$ cat config.mk
export PLATFORM = sky130hd
export DESIGN_NAME = cal_alarm_match
export DESIGN_NICKNAME = d
export VERILOG_FILES = /design/src/rtl/cal_alarm_pkg.sv /design/src/rtl/cal_alarm_regs.sv /design/src/rtl/cal_alarm_cmp.sv /design/src/rtl/cal_alarm_match.sv
export SDC_FILE = /design/constraint.sdc
export NUM_CORES = 1
export LEC_CHECK = 0
export ABC_AREA = 1
export BUFFER_PORTS_ARGS = -buffer_cell sky130_fd_sc_hd__buf_2
export CORE_ASPECT_RATIO = 0.5
export CORE_MARGIN = 2
export CORE_UTILIZATION = 44
export CTS_BUF_LIST = sky130_fd_sc_hd__clkbuf_8
export CTS_CLUSTER_DIAMETER = 50
export DETAILED_ROUTE_END_ITERATION = 7
export PLACE_DENSITY = 0.63
export SLEW_MARGIN = 20
export SYNTH_ARGS = -nofsm -noshare
export SYNTH_HDL_FRONTEND = slang
export SYNTH_SLANG_ARGS = --single-unit
$ cat constraint.sdc
create_clock -name clk -period 1.1 [get_ports clk]
set_input_delay 0.055 -clock clk [delete_from_list [all_inputs] [get_ports clk]]
set_output_delay 0.055 -clock clk [all_outputs]
set_load 0.01 [all_outputs]
$ cat src/rtl/cal_alarm_pkg.sv
package cal_alarm_pkg;
    localparam int NUM_FIELDS  = 7;
    localparam int FIELD_IDX_W = 3;

    typedef enum logic [FIELD_IDX_W-1:0] {
        FLD_SEC  = 3'd0,
        FLD_MIN  = 3'd1,
        FLD_HOUR = 3'd2,
        FLD_DAY  = 3'd3,
        FLD_MON  = 3'd4,
        FLD_YEAR = 3'd5,
        FLD_WDAY = 3'd6
    } field_e;
endpackage

$ cat src/rtl/cal_alarm_regs.sv
module cal_alarm_regs
    import cal_alarm_pkg::*;
#(
    parameter int FIELD_W = 8
) (
    input  logic                          clk,
    input  logic                          rst_n,
    input  logic                          wr_en,
    input  logic [FIELD_IDX_W-1:0]        wr_field,
    input  logic [FIELD_W-1:0]            wr_value,
    input  logic                          wr_enable,
    output logic [NUM_FIELDS*FIELD_W-1:0] val_flat,
    output logic [NUM_FIELDS-1:0]         en_bits
);
    logic [NUM_FIELDS-1:0][FIELD_W-1:0] val_d, val_q;
    logic [NUM_FIELDS-1:0]              en_d, en_q;

    always_comb begin
        val_d = val_q;
        en_d  = en_q;
        for (int i = 0; i < NUM_FIELDS; i++) begin
            if (wr_en && wr_field == FIELD_IDX_W'(i)) begin
                val_d[i] = wr_value;
                en_d[i]  = wr_enable;
            end
        end
    end

    always_ff @(posedge clk or negedge rst_n) begin
        if (!rst_n) begin
            val_q <= '0;
            en_q  <= '0;
        end else begin
            val_q <= val_d;
            en_q  <= en_d;
        end
    end

    assign val_flat = val_q;
    assign en_bits  = en_q;

    // storage is empty right after reset
    a_r10_regs_reset: assert property (@(posedge clk)
        $rose(rst_n) |-> en_q == '0);
endmodule

$ cat src/rtl/cal_alarm_cmp.sv
module cal_alarm_cmp
    import cal_alarm_pkg::*;
#(
    parameter int FIELD_W = 8
) (
    input  logic [NUM_FIELDS*FIELD_W-1:0] time_flat,
    input  logic [NUM_FIELDS*FIELD_W-1:0] val_flat,
    input  logic [NUM_FIELDS-1:0]         en_bits,
    output logic                          match
);
    localparam logic [FIELD_W-1:0] FULL_MASK = '1;
    localparam logic [FIELD_W-1:0] HOUR_MASK = FULL_MASK >> 1;

    logic [NUM_FIELDS-1:0] field_ok;

    for (genvar f = 0; f < NUM_FIELDS; f++) begin : g_field
        localparam logic [FIELD_W-1:0] MASK =
            (f == int'(FLD_HOUR)) ? HOUR_MASK : FULL_MASK;
        logic [FIELD_W-1:0] diff;
        assign diff        = (time_flat[f*FIELD_W +: FIELD_W]
                            ^ val_flat[f*FIELD_W +: FIELD_W]) & MASK;
        assign field_ok[f] = !en_bits[f] || (diff == '0);
    end

    assign match = (|en_bits) && (&field_ok);
endmodule

$ cat src/rtl/cal_alarm_match.sv
module cal_alarm_match
    import cal_alarm_pkg::*;
#(
    parameter int NUM_ALARMS = 2,
    parameter int FIELD_W    = 8,
    localparam int SEL_W     = (NUM_ALARMS > 1) ? $clog2(NUM_ALARMS) : 1,
    localparam int TIME_W    = NUM_FIELDS * FIELD_W
) (
    input  logic                   clk,
    input  logic                   rst_n,
    input  logic                   sec_tick,
    input  logic [TIME_W-1:0]      time_now,
    input  logic                   alm_wr,
    input  logic [SEL_W-1:0]       alm_wr_sel,
    input  logic [FIELD_IDX_W-1:0] alm_wr_field,
    input  logic [FIELD_W-1:0]     alm_wr_value,
    input  logic                   alm_wr_enable,
    input  logic                   stat_wr,
    input  logic [NUM_ALARMS-1:0]  stat_clr,
    output logic [NUM_ALARMS-1:0]  alarm_match,
    output logic [NUM_ALARMS-1:0]  alarm_status
);
    typedef struct packed {
        logic [NUM_ALARMS-1:0] match;
        logic [NUM_ALARMS-1:0] status;
    } flag_state_t;

    flag_state_t            st_d, st_q;
    logic [NUM_ALARMS-1:0]  cur_match;

    for (genvar a = 0; a < NUM_ALARMS; a++) begin : g_alarm
        logic [TIME_W-1:0]     val_flat;
        logic [NUM_FIELDS-1:0] en_bits;
        logic                  sel_hit;

        assign sel_hit = alm_wr && (alm_wr_sel == SEL_W'(a));

        cal_alarm_regs #(.FIELD_W(FIELD_W)) u_regs (
            .clk       (clk),
            .rst_n     (rst_n),
            .wr_en     (sel_hit),
            .wr_field  (alm_wr_field),
            .wr_value  (alm_wr_value),
            .wr_enable (alm_wr_enable),
            .val_flat  (val_flat),
            .en_bits   (en_bits)
        );

        cal_alarm_cmp #(.FIELD_W(FIELD_W)) u_cmp (
            .time_flat (time_now),
            .val_flat  (val_flat),
            .en_bits   (en_bits),
            .match     (cur_match[a])
        );

        // no enabled field means no match
        a_r2_all_disabled: assert property (@(posedge clk) disable iff (!rst_n)
            (en_bits == '0) |-> !cur_match[a]);
        // a fresh match at a tick raises the flag next cycle
        a_r8_rise_sets: assert property (@(posedge clk) disable iff (!rst_n)
            (sec_tick && cur_match[a] && !alarm_match[a]) |=> alarm_status[a]);
        // the flag rises only right after a tick
        a_r8_rise_needs_tick: assert property (@(posedge clk) disable iff (!rst_n)
            $rose(alarm_status[a]) |-> $past(sec_tick));
        // a clear with no competing set drops the flag
        a_r9_clear: assert property (@(posedge clk) disable iff (!rst_n)
            (stat_wr && stat_clr[a] && !sec_tick) |=> !alarm_status[a]);
    end

    always_comb begin
        st_d = st_q;
        if (stat_wr) begin
            st_d.status = st_q.status & ~stat_clr;
        end
        if (sec_tick) begin
            st_d.match  = cur_match;
            st_d.status = st_d.status | (cur_match & ~st_q.match);
        end
    end

    always_ff @(posedge clk or negedge rst_n) begin
        if (!rst_n) begin
            st_q <= '0;
        end else begin
            st_q <= st_d;
        end
    end

    assign alarm_match  = st_q.match;
    assign alarm_status = st_q.status;

    // without a tick the match output holds
    a_r7_hold_between_ticks: assert property (@(posedge clk) disable iff (!rst_n)
        !sec_tick |=> $stable(alarm_match));
endmodule

==> results of run 1 <==
## cell type report
cell class,count,area [um2],share of cell area
Clock buffer,20,275.3,0.03430
Clock inverter,12,141.4,0.01762
Inverter,54,202.7,0.02526
Multi-Input combinational cell,570,2917,0.3634
Sequential cell,128,3203,0.3991
Tap cell,192,240.2,0.02993
Timing Repair Buffer,143,1046,0.1303
## critical path, delay by kind of cell, from the launching register on
kind / cells / cell delay [ps]
flops: 1 / 400
simple gates: 7 / 630
compound gates: 1 / 70
xor+xnor: 1 / 150
## placed cells by master (no fill, tap or decap), types with 12 or more instances in the layout
master	n
buf_2	77
nand2_1	265
inv_1	48
clkbuf_8	20
dfrtp_1	128
o21ai_0	45
nor2_2	12
o21ai_1	55
nor2_1	50
a21oi_1	26
buf_4	44
xnor2_1	81
## cells in the mapped netlist (all sizes together)
| cell type | instances | area share |
|---|---|---|
| nand2 | 275 | 0.16 |
| dfrtp | 128 | 0.51 |
| o21ai | 100 | 0.079 |
| xnor2 | 84 | 0.12 |
| nor2 | 68 | 0.045 |
| inv | 54 | 0.032 |
| a21oi | 26 | 0.021 |
| clkbuf | 13 | 0.0077 |
| buf | 10 | 0.0083 |
| nand3 | 8 | 0.010 |
| nor3 | 5 | 0.0055 |
| a31oi | 2 | 0.0020 |
| xor2 | 2 | 0.0028 |
## metal layers
layer	vias up	wire length, um	global-route usage
li1	2703	-	-
met1	2399	7680	0.2913
met2	94	6576	0.3335
met3	21	604	0.04682
met4	0	255	0.06857
met5	-	0	0
## cell families (layout without fill, tap and decap cells)
logic type,count (synthesis),count (layout),synth area share
buffers and inverters,77,229,0.04810
xor gates and xnor gates,86,86,0.1192
DFF,128,128,0.5067
and+or+nand+nor,356,356,0.2243
AOI/OAI and AO/OA,128,128,0.1017
## power by group through the flow
stage          clock (mW)  sequential [mW]  combinational, mW
2_1_floorplan           0             6.37               2.14
3_3_place_gp            0             6.47               3.08
3_5_place_dp            0             6.51               3.16
4_1_cts              4.33             6.43               3.29
5_1_grt              4.54             6.57               3.90
6_report             4.26             6.44               3.41
## worst paths after layout
| kind | to | slack [ps] |
|---|---|---|
| min in group asynchronous | g_alarm[1].u_regs.val_flat[55]$_DFFE_PN0P_ | 70 |
| worst min register to register | alarm_status[0]$_DFF_PN0_ | 500 |
| worst min-delay path | g_alarm[1].u_regs.val_flat[42]$_DFFE_PN0P_ | 60 |
| worst max register to register | alarm_match[0]$_DFFE_PN0P_ | -220 |
| max in group asynchronous | g_alarm[0].u_regs.en_bits[1]$_DFFE_PN0P_ | 500 |
| worst max-delay path | alarm_match[0]$_DFFE_PN0P_ | -220 |
## state kept, by name (all words and copies together) (netlist names)
| signal | count |
|---|---|
| alarm_match | 2 |
| alarm_status | 2 |
| g_alarm.u_regs.en_bits | 14 |
| g_alarm.u_regs.val_flat | 110 |
## repair_timing
action	in CTS	in global routing
gates resized for setup	13	23
setup endpoints to repair	4	4
gates cloned	0	0
buffers inserted	3	5
pin swaps	12	41
hold endpoints to repair	143	0
hold buffers	11	0
## through the flow
| stage | setup TNS [ps] | worst slack, ps |
|---|---|---|
| 2_1_floorplan | 0 | 9.112 |
| 3_3_place_gp | -926.7 | -240.6 |
| 3_5_place_dp | -1082 | -281.6 |
| 4_1_cts | -803.0 | -213.7 |
| 5_1_grt | -1284 | -339.9 |
| 6_report | -858.2 | -224.9 |
==> impl_metrics.csv, run 1 <==
group,metric,value,unit
floorplanning,die_w,173.5,um
setup_path,critPathMaxFanout,2,
route,drtIter0Drc,239,
worst_hold_path,hold_class,"in2reg",
route,drc,0,
setup_path,cpMaxStageDelayCell,"dfrtp_1",
timing,finalWorstPathRequiredPeriod,1325,ps
floorplanning,row_count,30,
global_route,grt_pass1_wl,24900,um
setup_path,critPathLaunch,"g_alarm[0].u_regs.val_flat[54]$_DFFE_PN0P_",
floorplanning,core-area,0.01378,mm2
timing,maxClockFrequency,0.7548,GHz
setup_path,required,1460,ps
pwr,swShare,0.3013,
setup_path,max_stage_delay,400,ps
floorplanning,die_h,88.76,um
place,place_congestion,0.8283,
place,placed_cell_area,0.007336,mm2
setup_path,path_common_cell,"nand2_1",
clock_network,cts_buffers,17,
route,ant_nets,0,
timing,setup_viol,4,
route,wl_per_cell,13.51,um
status,status,"finished, violations left",
yosys,synth_nets,851,
timing,slew_headroom,0.7393,
floorplanning,die_area,0.01540,mm2
setup_path,endpoint_kind,"flip-flop",
yosys,synth.avg_cell_area,8.156,um2
route,vias_per_cell,4.662,
route,via_count,5217,
timing,final.period_utilization,1.204,
global_route,overflow,0,
place,port_buffers,78,
setup_path,start_kind,"flip-flop",
pwr,switching_power,4.252,mW
pwr,sequentialPowerShare,0.456,
global_route,antenna_found_initial,0,
status,violations,"setup timing",
layout,layout-drive-gt1-share,0.2265,
setup_path,reg2reg_from,"g_alarm[0].u_regs.val_flat[54]$_DFFE_PN0P_",
layout,fin_area,0.008025,mm2
layout,stdcell_count,1119,
global_route,grt_use_total,0.2103,
pwr,ir_drop,692.6,uV
timing,rsz0062_at_grt,"true",
place,hpwl,10780,um
pwr,power.internal,9.860,mW
setup_path,rr_worst_depth,9,
timing,worstMarginPinSlew,388.1,ps
worst_hold_path,holdPathStages,4,
timing,finalClockSkew,11.51,ps
clock_network,clock_latency,430,ps
place,dp.cells,1068,
yosys,ys_seq_elements,128,
route,dr.pass1.iters,4,
clock_network,path_clk_slew,80,ps
job,cap_violations,0,
route,wl,15120,um
yosys,synth_cell_types,20,
clock_network,cts_tree,"built",
timing,slew_viol_final,0,
timing,setup_slack,-224.9,ps
global_route,grt_pass1_vias,5011,
pwr,total_power,14.11,mW
clock_network,clock_sinks,128,
setup_path,path_cells,"xnor2_1 -> nand2_1 -> nor2_1 -> nand2_1 -> nand2_2 -> nand2_2 -> nor2_4 -> nand2_1 -> o21ai_1",
pwr,power_frac_clock,0.302,
layout,n_antenna_cell,0,
setup_path,arrival,1690,ps
floorplanning,io_pins,80,
pwr,p_leak,3.832,nW
layout,utilization,0.5826,
layout,fillers,1266,
pwr,power_density,1758,mW/mm2
timing,holdWs,56.08,ps
worst_hold_path,hold_path_startpoint,"alm_wr_value[2]",
clock_network,cts-root-buf,"clkbuf_8",
layout,nNetsFinal,990,
yosys,ys_seq_area_frac,0.5067,
timing,hold_viol_final,0,
layout,area_delta_synth_final,26.96,%
yosys,syn_inst,775,
setup_path,critPathKind,"reg2reg",
global_route,grt_max_degree,40,
pwr,pwr-share-comb,0.242,
floorplanning,initial_core_util,0.4589,
clock_network,clk_path_buf_depth,2,
yosys,synth_warnings,0,
clock_network,htree_levels,4,
yosys,synthesis.area,0.006321,mm2
Power figures use the tool's default switching activity.
==> run 2, diff against run 1 <==
--- a/config.mk
+++ b/config.mk
@@ -9,11 +9,11 @@
 export BUFFER_PORTS_ARGS = -buffer_cell sky130_fd_sc_hd__buf_2
 export CORE_ASPECT_RATIO = 0.5
 export CORE_MARGIN = 2
-export CORE_UTILIZATION = 44
+export CORE_UTILIZATION = 50
 export CTS_BUF_LIST = sky130_fd_sc_hd__clkbuf_8
 export CTS_CLUSTER_DIAMETER = 50
 export DETAILED_ROUTE_END_ITERATION = 7
-export PLACE_DENSITY = 0.63
+export PLACE_DENSITY = 0.7
 export SLEW_MARGIN = 20
 export SYNTH_ARGS = -nofsm -noshare
 export SYNTH_HDL_FRONTEND = slang
==> run 2 against run 1 <==
Compared with the run above: critical path type unchanged; clock power up 8.0%; cell count down 3.7%; the flow still finishes with violations (setup timing); die area down 12%; maximum frequency down 0.98%.
==> impl_metrics.csv, run 2 (synthesis gave the netlist of run 1 again) <==
group,metric,value,unit
clock_network,clock_sinks,128,
floorplanning,die_h,83.51,um
clock_network,htree_levels,4,
status,status,"finished, violations left",
pwr,p_leak,3.787,nW
route,wl_met1,7348,um
timing,setup_slack,-238.0,ps
floorplanning,row_count,28,
setup_path,rr_worst_depth,11,
clock_network,cts_tree,"built",
global_route,grt_use_total,0.2395,
layout,final_cell_mix,"nand2_1, dfrtp_1, xnor2_1, buf_2, o21ai_1",
timing,rsz0062_at_grt,"true",
timing,slew_viol_final,0,
floorplanning,core-area,0.01209,mm2
route,dr.pass1.iters,4,
place,dp.cells,1033,
setup_path,required,1450,ps
layout,n_antenna_cell,0,
setup_path,reg2reg_from,"g_alarm[1].u_regs.val_flat[53]$_DFFE_PN0P_",
route,wl,15140,um
route,drc,0,
floorplanning,die_w,163.0,um
timing,worstMarginPinSlew,461.7,ps
timing,holdWs,63.23,ps
floorplanning,initial_core_util,0.5230,
global_route,antenna_found_initial,0,
layout,largest_reg_flops,110,
setup_path,endpoint_kind,"flip-flop",
global_route,grt_max_degree,84,
setup_path,crit_path_end,"alarm_match[1]$_DFFE_PN0P_",
setup_path,critPathKind,"reg2reg",
place,hpwl,10450,um
place,place_congestion,0.7756,
route,wl_per_cell,14.05,um
route,wl_met3,714,um
setup_path,r2r_slack,-240,ps
route,ant_nets,0,
floorplanning,die_area,0.01361,mm2
global_route,overflow,0,
setup_path,start_kind,"flip-flop",
setup_path,critPathLaunch,"g_alarm[1].u_regs.val_flat[53]$_DFFE_PN0P_",
place,port_buffers,78,
layout,layout-drive-gt1-share,0.2092,
route,vias_per_cell,4.916,
worst_hold_path,hold_class,"in2reg",
route,routed-wl-met2,6912,um
pwr,ir_drop,1060,uV
pwr,power_density,1806,mW/mm2
layout,nNetsFinal,976,
layout,final_common_cell,"nand2_1",
route,top_layer,"met4",
clock_network,clock_latency,430,ps
setup_path,r2r-end,"alarm_match[1]$_DFFE_PN0P_",
timing,maxClockFrequency,0.7474,GHz
timing,slew_headroom,0.6922,
global_route,grt_pass1_wl,25360,um
timing,setup_viol,4,
layout,stdcell_count,1078,
clock_network,cts-root-buf,"clkbuf_8",
route,drtIter0Drc,356,
layout,area_delta_synth_final,25.49,%
setup_path,arrival,1690,ps
timing,hold_viol_final,0,
status,violations,"setup timing",
timing,finalClockSkew,11.30,ps
route,via_count,5299,
timing,finalWorstPathRequiredPeriod,1338,ps
floorplanning,io_pins,80,
timing,final.period_utilization,1.216,
clock_network,clk_path_buf_depth,2,
job,cap_violations,0,
global_route,grt_pass1_vias,5191,
pwr,total_power,14.33,mW
setup_path,critPathMaxFanout,2,
clock_network,path_clk_slew,70,ps
clock_network,cts_buffers,17,
[run 2: cell count changes in the layout (fill, tap and decap cells not counted), sizes merged]
| cell | delta |
|---|---|
| buf | -14 |
| clkinv | -3 |
| clkbuf | +2 |
| bufinv | +1 |
| clkinvlp | +1 |
| inv | -1 |
[run 2: per-stage QoR]
| step | utilization | setup TNS [ps] | setup WS, ps | area, um2 |
|---|---|---|---|---|
| after floorplan | - | 0 | 9.112 | 6321 |
| after global placement | 0.6023 | -895.9 | -238.0 | 7279 |
| after detailed placement | 0.6023 | -1030 | -275.8 | 7279 |
| after CTS | 0.6517 | -884.7 | -248.7 | 7876 |
| after global routing | 0.6563 | -1205 | -321.2 | 7933 |
| final | 0.6563 | -888.4 | -238.0 | 7933 |
[run 2: how the worst min path moves through the flow]
stage                    startpoint                                          to  slack [ps]  cells after the start
finish              alm_wr_value[3]  g_alarm[1].u_regs.val_flat[43]$_DFFE_PN0P_          60                      4
floorplan                     rst_n                  alarm_match[0]$_DFFE_PN0P_        -240                      0
global placement              rst_n  g_alarm[0].u_regs.val_flat[55]$_DFFE_PN0P_          70                      2
global route        alm_wr_value[2]  g_alarm[0].u_regs.val_flat[50]$_DFFE_PN0P_          70                      4
detailed placement            rst_n  g_alarm[1].u_regs.val_flat[55]$_DFFE_PN0P_          70                      2
CTS                 alm_wr_value[2]  g_alarm[1].u_regs.val_flat[50]$_DFFE_PN0P_          40                      4
[run 2: where the power goes]
group          switching [mW]  total (mW)  internal [mW]  leakage [nW]
clock network            1.84        4.60           2.76         0.228
registers               0.738        6.46           5.72          1.59
logic                    1.64        3.28           1.63          1.97
[run 2: what timing repair did]
item                                    4_1_cts  5_1_grt
gates resized for setup                      10       18
hold buffers                                 11        0
endpoints found under the hold margin       142        0
buffers inserted                              1        1
endpoints found under the setup margin        4        4
pin swaps                                    10       32
[run 2: area by class of cell]
class                           instances  area, um2
Fill cell                            1002       4154
Sequential cell                       128       3203
Multi-Input combinational cell        570       2883
Timing Repair Buffer                  129      978.4
Clock buffer                           22      302.8
Tap cell                              165      206.4
Inverter                               54      202.7
Clock inverter                         10      156.4
[run 2: layer usage]
layer / up-vias / track usage
li1: 2678 / -
met1: 2490 / 0.3371
met2: 112 / 0.3814
met3: 19 / 0.04521
met4: 0 / 0.06758
met5: - / 0
[run 2: critical path, stage by stage, from the launching register on]
cell and delay [ps]:
dfrtp_1 380, inv_1 70, nand2_1 60, nand2_1 60
nand2_1 70, nor2_2 120, nand2_1 80, nand2_2 90
nand2_2 50, nor2_2 150, nand2_1 70, o21ai_1 70
==> run 3, diff against run 2 <==
--- a/config.mk
+++ b/config.mk
@@ -13,7 +13,8 @@
 export CTS_BUF_LIST = sky130_fd_sc_hd__clkbuf_8
 export CTS_CLUSTER_DIAMETER = 50
 export DETAILED_ROUTE_END_ITERATION = 7
-export PLACE_DENSITY = 0.7
+export HOLD_SLACK_MARGIN = 0.08
+export PLACE_DENSITY = 0.67
 export SLEW_MARGIN = 20
 export SYNTH_ARGS = -nofsm -noshare
 export SYNTH_HDL_FRONTEND = slang
==> constraint.sdc (replaced) <==
create_clock -name clk -period 1.5 [get_ports clk]
set_input_delay 0.075 -clock clk [delete_from_list [all_inputs] [get_ports clk]]
set_output_delay 0.075 -clock clk [all_outputs]
set_load 0.01 [all_outputs]
==> run 3 against run 2 <==
Compared with the run above: sequential power fell by 27%; die area did not move; critical endpoint is now alarm_match[0]$_DFFE_PN0P_; the flow now finishes without violations; core utilization fell by 3.6 points; clock skew rose by 0.72 ps; first-iteration DRC count fell by 34%; final area fell by 5.4%; hold slack improved by 46 ps; clock power fell by 34%; clock-buffer cell count did not move.
==> impl_metrics.csv, run 3 (synthesis gave the netlist of run 1 again) <==
group,metric,value,unit
global_route,grt_pass1_wl,24580,um
pwr,power_density,1327,mW/mm2
global_route,antenna_found_initial,0,
pwr,sequentialPowerShare,0.475,
timing,tns,0,ps
setup_path,start_kind,"flip-flop",
timing,setup_slack,97.55,ps
place,port_buffers,78,
pwr,p_leak,3.576,nW
timing,worstMarginPinSlew,583.1,ps
timing,finalClockSkew,12.03,ps
clock_network,clk_path_buf_depth,2,
pwr,power_frac_clock,0.306,
clock_network,htree_levels,4,
setup_path,cp.buffers_inverters,0,
setup_path,critPathMaxFanout,2,
floorplanning,io_pins,80,
clock_network,path_clk_slew,70,ps
status,status,"finished, final reports clean",
clock_network,cts-root-buf,"clkbuf_8",
timing,setup_viol,0,
timing,finalWorstPathRequiredPeriod,1402,ps
setup_path,max_stage_delay,400,ps
timing,slew_viol_final,0,
layout,nNetsFinal,949,
floorplanning,die_w,163.0,um
place,dp.cells,1006,
floorplanning,core-area,0.01209,mm2
timing,final.period_utilization,0.9350,
pwr,ir_drop,604.7,uV
timing,hold_viol_final,0,
route,wl,14430,um
route,dr.pass1.iters,4,
route,wl_per_cell,13.73,um
route,vias_per_cell,4.848,
layout,layout-drive-gt1-share,0.1693,
job,cap_violations,0,
floorplanning,die_h,83.51,um
route,drc,0,
place,hpwl,9937,um
clock_network,cts_tree,"built",
route,drtIter0Drc,234,
pwr,swShare,0.3026,
layout,n_antenna_cell,0,
floorplanning,die_area,0.01361,mm2
pwr,pwr-share-comb,0.220,
setup_path,arrival,1750,ps
setup_path,critPathKind,"reg2reg",
clock_network,clock_sinks,128,
layout,final_cell_mix,"nand2_1, dfrtp_1, xnor2_1, buf_2, nor2_1",
worst_hold_path,hold_class,"in2reg",
global_route,grt_pass1_vias,4999,
global_route,grt_max_degree,62,
clock_network,clock_latency,440,ps
route,via_count,5095,
global_route,overflow,0,
layout,final_common_cell,"nand2_1",
setup_path,path_common_cell,"nand2_1",
pwr,switching_power,3.013,mW
global_route,grt_use_total,0.2317,
layout,stdcell_count,1051,
pwr,power.internal,6.945,mW
floorplanning,row_count,28,
timing,maxClockFrequency,0.7130,GHz
clock_network,cts_buffers,17,
layout,area_delta_synth_final,18.71,%
setup_path,crit_family,"simple AND/OR/NAND/NOR gates",
layout,largest_reg_flops,110,
setup_path,path_cells,"xnor2_1 -> nand2_1 -> nor2_1 -> nand2_1 -> nand2_2 -> nand2_1 -> nor2_2 -> nand2_1 -> o21ai_1",
setup_path,required,1850,ps
timing,slew_headroom,0.6108,
place,place_congestion,0.7911,
setup_path,cpMaxStageDelayCell,"dfrtp_1",
route,ant_nets,0,
floorplanning,initial_core_util,0.5230,
setup_path,endpoint_kind,"flip-flop",
place,pre_cts_slack,120.8,ps
## run 3: power by group through the flow
stage	clock, mW	combinational [mW]	sequential, mW
after floorplan	0	1.57	4.67
after global placement	0	2.06	4.75
after detailed placement	0	2.13	4.78
after CTS	3.08	2.17	4.72
after global routing	3.24	2.55	4.83
final	3.04	2.19	4.73
## run 3: cell type report
type | instances | area (um2)
Clock inverter | 10 | 108.9
Fill cell | 1064 | 4583
Timing Repair Buffer | 102 | 628.1
Multi-Input combinational cell | 570 | 2851
Tap cell | 165 | 206.4
Inverter | 54 | 202.7
Clock buffer | 22 | 302.8
Sequential cell | 128 | 3203
## run 3: final timing paths
| kind | from | to | slack, ps | depth (start not counted) |
|---|---|---|---|---|
| worst max-delay path | g_alarm[0].u_regs.val_flat[54]$_DFFE_PN0P_ | alarm_match[0]$_DFFE_PN0P_ | 100 | 9 |
| worst min-delay path | alm_wr_value[2] | g_alarm[0].u_regs.val_flat[50]$_DFFE_PN0P_ | 110 | 4 |
| worst max register to register | g_alarm[0].u_regs.val_flat[54]$_DFFE_PN0P_ | alarm_match[0]$_DFFE_PN0P_ | 100 | 9 |
| worst min register to register | alarm_status[0]$_DFF_PN0_ | alarm_status[0]$_DFF_PN0_ | 480 | 2 |
| max in group asynchronous | rst_n | g_alarm[1].u_regs.val_flat[55]$_DFFE_PN0P_ | 600 | 3 |
| min in group asynchronous | rst_n | g_alarm[0].u_regs.val_flat[37]$_DFFE_PN0P_ | 190 | 3 |
## run 3: worst min-delay path: stages
cell and delay, ps:
buf_2 70, inv_1 30, buf_4 190, a21oi_1 130
## run 3: routing by layer
metal,part of all wire,wire length (um),track usage
met5,0,0,0
met4,0.013,181,0.06919
met3,0.042,600,0.05415
met2,0.45,6436,0.3536
met1,0.50,7216,0.3307
## run 3: through the flow
stage	power [mW]	util	hold slack, ps	instance area [um2]
global route	10.62	0.6208	101.4	7503
detailed placement	6.904	0.5731	-80.94	6927
global placement	6.810	0.5731	-80.94	6927
CTS	9.972	0.6171	93.15	7458
finish	9.958	0.6208	109.6	7503
floorplan	6.247	-	-220.6	6321
## run 3: timing repair
action | CTS | global route
gates resized for setup | 0 | 13
setup buffers | 0 | 1
hold endpoints to repair | 142 | 0
setup endpoints to repair | 0 | 4
hold buffers | 12 | 0
